[src/rtl/cfg_serial_mem.sv]
module cfg_serial_mem #(
  parameter int DEPTH      = 64,
  parameter int POR_CYCLES = 16,
  localparam int AW = (DEPTH > 1) ? $clog2(DEPTH) : 1,
  localparam int PW = $clog2(POR_CYCLES + 1)
) (
  input  logic          clk,
  input  logic          arst_n,
  input  logic          ser_en,
  input  logic          ce_n,
  input  logic          rst_oe,
  input  logic          pol_we,
  input  logic          pol_val,
  input  logic          pre_we,
  input  logic [AW-1:0] pre_addr,
  input  logic          pre_data,
  output logic          data_o,
  output logic          data_oe,
  output logic          ceo_n,
  output logic          ready
);

  localparam logic [AW-1:0] LAST = AW'(DEPTH - 1);

  logic [DEPTH-1:0] mem;
  logic [AW-1:0]    addr;
  logic [PW-1:0]    por_cnt;
  logic             done, ready_q, pol;
  logic             oe_act, rd_mode, rd_en, clr;

  assign oe_act  = pol ? ~rst_oe : rst_oe;
  assign rd_mode = ready_q & ser_en;
  assign rd_en   = rd_mode & ~ce_n & oe_act & ~done;
  assign clr     = ~ready_q | ~ser_en | ~oe_act;

  assign ready   = ready_q;
  assign data_oe = rd_en;
  assign data_o  = rd_en ? mem[addr] : 1'b0;
  assign ceo_n   = ~(rd_mode & done & oe_act & ~ce_n);

  always_ff @(posedge clk or negedge arst_n) begin
    if (!arst_n) begin
      por_cnt <= '0;
      ready_q <= 1'b0;
    end else if (!ready_q) begin
      if (por_cnt == PW'(POR_CYCLES - 1)) ready_q <= 1'b1;
      por_cnt <= por_cnt + PW'(1);
    end
  end

  always_ff @(posedge clk or negedge arst_n) begin
    if (!arst_n) begin
      addr <= '0;
      done <= 1'b0;
    end else if (clr) begin
      addr <= '0;
      done <= 1'b0;
    end else if (rd_en) begin
      if (addr == LAST) done <= 1'b1;
      else              addr <= addr + AW'(1);
    end
  end

  always_ff @(posedge clk or negedge arst_n) begin
    if (!arst_n)                        pol <= 1'b0;
    else if (ready_q && !ser_en && pol_we) pol <= pol_val;
  end

  always_ff @(posedge clk) begin
    if (!ser_en && pre_we) mem[pre_addr] <= pre_data;
  end


  ready_hold_chk: assert property (@(posedge clk) disable iff (!arst_n)
    ready_q |=> ready_q);


  por_quiet_chk: assert property (@(posedge clk) disable iff (!arst_n)
    !ready_q |-> (addr == '0) && ceo_n && !data_oe);


  reset_clear_chk: assert property (@(posedge clk) disable iff (!arst_n)
    (ready_q && ser_en && !oe_act) |=> (addr == '0) && !done);


  advance_chk: assert property (@(posedge clk) disable iff (!arst_n)
    (data_oe && addr != LAST) |=> addr == $past(addr) + AW'(1));


  standby_hold_chk: assert property (@(posedge clk) disable iff (!arst_n)
    (ready_q && ser_en && oe_act && ce_n) |=> $stable(addr) && $stable(done));


  end_sticky_chk: assert property (@(posedge clk) disable iff (!arst_n)
    (done && rd_mode && oe_act) |=> done && (addr == LAST));


  handoff_chk: assert property (@(posedge clk) disable iff (!arst_n)
    !ceo_n |-> !data_oe);


  prog_clear_chk: assert property (@(posedge clk) disable iff (!arst_n)
    !ser_en |=> (addr == '0) && !done);

endmodule

[config.mk]
export PLATFORM = sky130hd
export DESIGN_NAME = cfg_serial_mem
export DESIGN_NICKNAME = d
export VERILOG_FILES = /design/src/rtl/cfg_serial_mem.sv
export SDC_FILE = /design/constraint.sdc
export NUM_CORES = 1
export LEC_CHECK = 0
export CORE_ASPECT_RATIO = 1.25
export CORE_UTILIZATION = 45
export CTS_BUF_LIST = sky130_fd_sc_hd__clkbuf_8
export CTS_CLUSTER_DIAMETER = 80
export CTS_CLUSTER_SIZE = 40
export DETAILED_ROUTE_END_ITERATION = 10
export PLACE_DENSITY = 0.6
export SYNTH_ARGS = -nofsm -noshare
export SYNTH_HDL_FRONTEND = slang
export SYNTH_SLANG_ARGS = --single-unit
[constraint.sdc]
create_clock -name clk -period 3.98 [get_ports clk]
set_input_delay 0.796 -clock clk [delete_from_list [all_inputs] [get_ports clk]]
set_output_delay 0.796 -clock clk [all_outputs]
set_load 0.01 [all_outputs]
==> impl_metrics.csv <==
group,metric,value,unit
drt,routedWlPerCell,18.50,um
sta,setup_viol,0,
global_routing,antenna_found_initial,0,
floorplanning,die_y,101.3,um
floorplanning,start_util,47.44,%
yosys,syn_area_per_cell,13.25,sq um
placement,dp_worst_setup_slack,0.2645,ns
clocking,cts_buffers,9,
clocking,cts-resized-gates,0,
clocking,clock_latency,0.35,ns
critical_path,path_cells,"clkdlybuf4s50_1 > nand2_2 > or4_4 > nor4_1 > a32o_1 > clkdlybuf4s50_1",
floorplanning,die_w,81.47,um
clocking,post_cts_buffers,0,
critical_path,path_delay_family,"buffers and inverters",
global_routing,grt_overflow,0,
global_routing,grt_usage,19.79,%
critical_path,start_kind,"primary input",
sta,hold_ws,0.4726,ns
yosys,ys_async_sr_fraction,17.95,%
yosys,yosys_most_used_dff,"edfxtp_1",
sta,hold_viol,0,
status,status,"completed",
placement,gp_congestion,0.7861,
cells_and_area,antenna_cells,0,
cells_and_area,drive_gt1_share,15.41,%
sta,rsz0062_at_grt,"false",
cells_and_area,seq_area,2272,sq um
yosys,synth_edf_count,64,
clocking,htree_levels,3,
yosys,syn-instance-count,268,
sta,fin_ws,0.2361,ns
drt,avgViaCountPerCell,5.643,
critical_path,arrival,2.95,ns
sta,tns,0,ns
critical_path,cp_num_buf_inv,2,
sta,fmax,267.1,MHz
cells_and_area,area_delta_synth_final,12.40,%
sta,min_period,3.744,ns
sta,finalCritPeriodShare,94.07,%
clocking,cts_tree,"built",
yosys,synth_nets,286,
critical_path,crit_type,"in -> out",
drt,ant_nets,0,
clocking,cts_buffer_depth,2,
global_routing,grt_pass1_wl,11270,um
floorplanning,coreArea,7488,sq um
cells_and_area,fill_cells,633,
clocking,root_buffer,"clkbuf_8",
clocking,clkTransAtPathRegs,0.08,ns
critical_path,endpoint_kind,"output port",
hold_path,hold_path_class,"reg -> reg",
drt,wl,7103,um
global_routing,grt_pass1_vias,2071,
sta,finClkSkew,0.004599,ns
critical_path,cp_slowest_cell,"or4_4",
critical_path,crit_fanout,13,
critical_path,crit_path_frequent_cell,"clkdlybuf4s50_1",
drt,drc,0,
cells_and_area,fin_util,53.32,%
yosys,synth-seq-cells,78,
yosys,ys_types,38,
placement,dp_hpwl,4672,um
drt,firstDrtPassIters,4,
sta,timing.slew.headroom,56.79,%
power,power.leakage,0.001284,uW
clocking,cts_hold_buf,0,
cells_and_area,finalNetCount,305,
floorplanning,dieArea,8255,sq um
yosys,ys_warn_count,0,
global_routing,grt_max_degree,65,
power,p_per_area,388.9,nW/um^2
sta,worstMarginPinSlew,0.6462,ns
sta,slew_viol_final,0,
yosys,ys_seq_area_share,63.97,%
power,ir_drop,0.2168,mV
floorplanning,std_cell_rows,35,
cells_and_area,multi_input_area,1180,sq um
yosys,synthesis.area,3552,sq um
floorplanning,ioPinCount,19,
placement,portBuffers,18,
clocking,cts_sinks,78,
drt,vias,2167,
drt,drt-initial-drc-count,124,
critical_path,cpPeakStageDelay,0.58,ns
critical_path,cp.required,3.18,ns
flow_run,max_cap_viol_count,0,
cells in the mapped netlist, types with 2 or more instances:
library cell / n / area (sq um)
o31ai_1: 3 / 22.52
or3_1: 5 / 31.28
nor2_1: 72 / 270.3
nand3b_1: 4 / 30.03
edfxtp_1: 64 / 1922
or2_2: 2 / 12.51
clkbuf_1: 9 / 33.78
o21ai_0: 3 / 15.01
inv_1: 5 / 18.77
mux4_2: 16 / 360.4
mux2_2: 2 / 22.52
dfrtp_1: 14 / 350.3
nand3_1: 8 / 40.04
nor2b_1: 4 / 25.02
a21oi_1: 7 / 35.03
or4_1: 2 / 15.01
buf_4: 2 / 15.01
or3b_2: 3 / 26.28
xnor2_1: 4 / 35.03
a22oi_1: 5 / 37.54
ha_1: 3 / 37.54
buf_2: 2 / 10.01
a221oi_1: 2 / 17.52
buf_6: 2 / 22.52
nand2_1: 12 / 45.04
flip-flops by register name (all words and copies together) (netlist names):
register  count
mem          64
addr          6
por_cnt       5
done          1
pol           1
ready         1
stage by stage:
stage          instance area, sq um  instances  power, uW
4_1_cts                        3993        384       1572
2_1_floorplan                  3552        268      954.8
5_1_grt                        3993        384       1611
6_report                       3993        384       1553
3_3_place_gp                   3804        368      997.1
3_5_place_dp                   3804        368      998.8
worst register-to-register path: stages, from the launching register on:
cell	delay (ns)
dfrtp_1	0.61
buf_4	0.29
ha_1	0.21
nand3_1	0.09
nor2_1	0.45
o21ai_0	0.14
a21oi_1	0.17
logic make-up after synthesis:
| logic type | share of synthesized area (%) |
|---|---|
| mux | 10.78 |
| flops | 63.97 |
| compound gates | 4.544 |
| simple gates | 15.85 |
| buf+inv | 2.818 |
| xor+xnor | 0.9862 |
| fa+ha+maj | 1.057 |
metal layers:
metal,routed length (um),share of wire [%],track usage [%]
met1,3158,44,25.93
met5,0,0,0
met3,269,3.8,4.685
met2,3539,50,30.90
met4,136,1.9,9.341
report_power, final:
part	total, uW	internal [uW]	switching, uW
Combinational	88.5	36.9	51.6
Sequential	891	887	3.47
Clock	574	285	289
final timing paths:
path                       depth (start not counted)          to  slack (ns)        from
min reg2reg                                        1  por_cnt[3]        0.47  por_cnt[3]
max                                                6      data_o        0.24      ser_en
min in group asynchronous                          1  por_cnt[2]        0.84      arst_n
max in group asynchronous                          1        done        2.73      arst_n
max reg2reg                                        6     addr[1]        1.95     addr[0]
min                                                1  por_cnt[3]        0.47  por_cnt[3]
cell usage in the layout, fill, tap and decap left out, types with 2 or more instances in the layout:
cell type,instances
a21oi_1,7
a221oi_1,2
a22oi_1,5
buf_4,5
clkbuf_8,9
clkdlybuf4s50_1,18
clkinv_2,3
dfrtp_1,14
edfxtp_1,64
ha_1,3
inv_1,5
mux2_2,2
mux4_2,16
nand2_1,12
nand3_1,8
nand3b_1,4
nor2_1,72
nor2b_1,4
o21ai_0,3
o31ai_1,3
or2_2,2
or3_1,5
or3b_2,3
or4_1,2
xnor2_1,4
final cells by class:
cell class              count  area share (%)
flip-flops and latches     78           56.91
multi-input cells         170           29.55
repair buffers             23           5.453
clock buffers               9           3.102
well taps                  92           2.883
clock inverters             7           1.630
inverters                   5          0.4701
(Power assumes the default switching activity.)
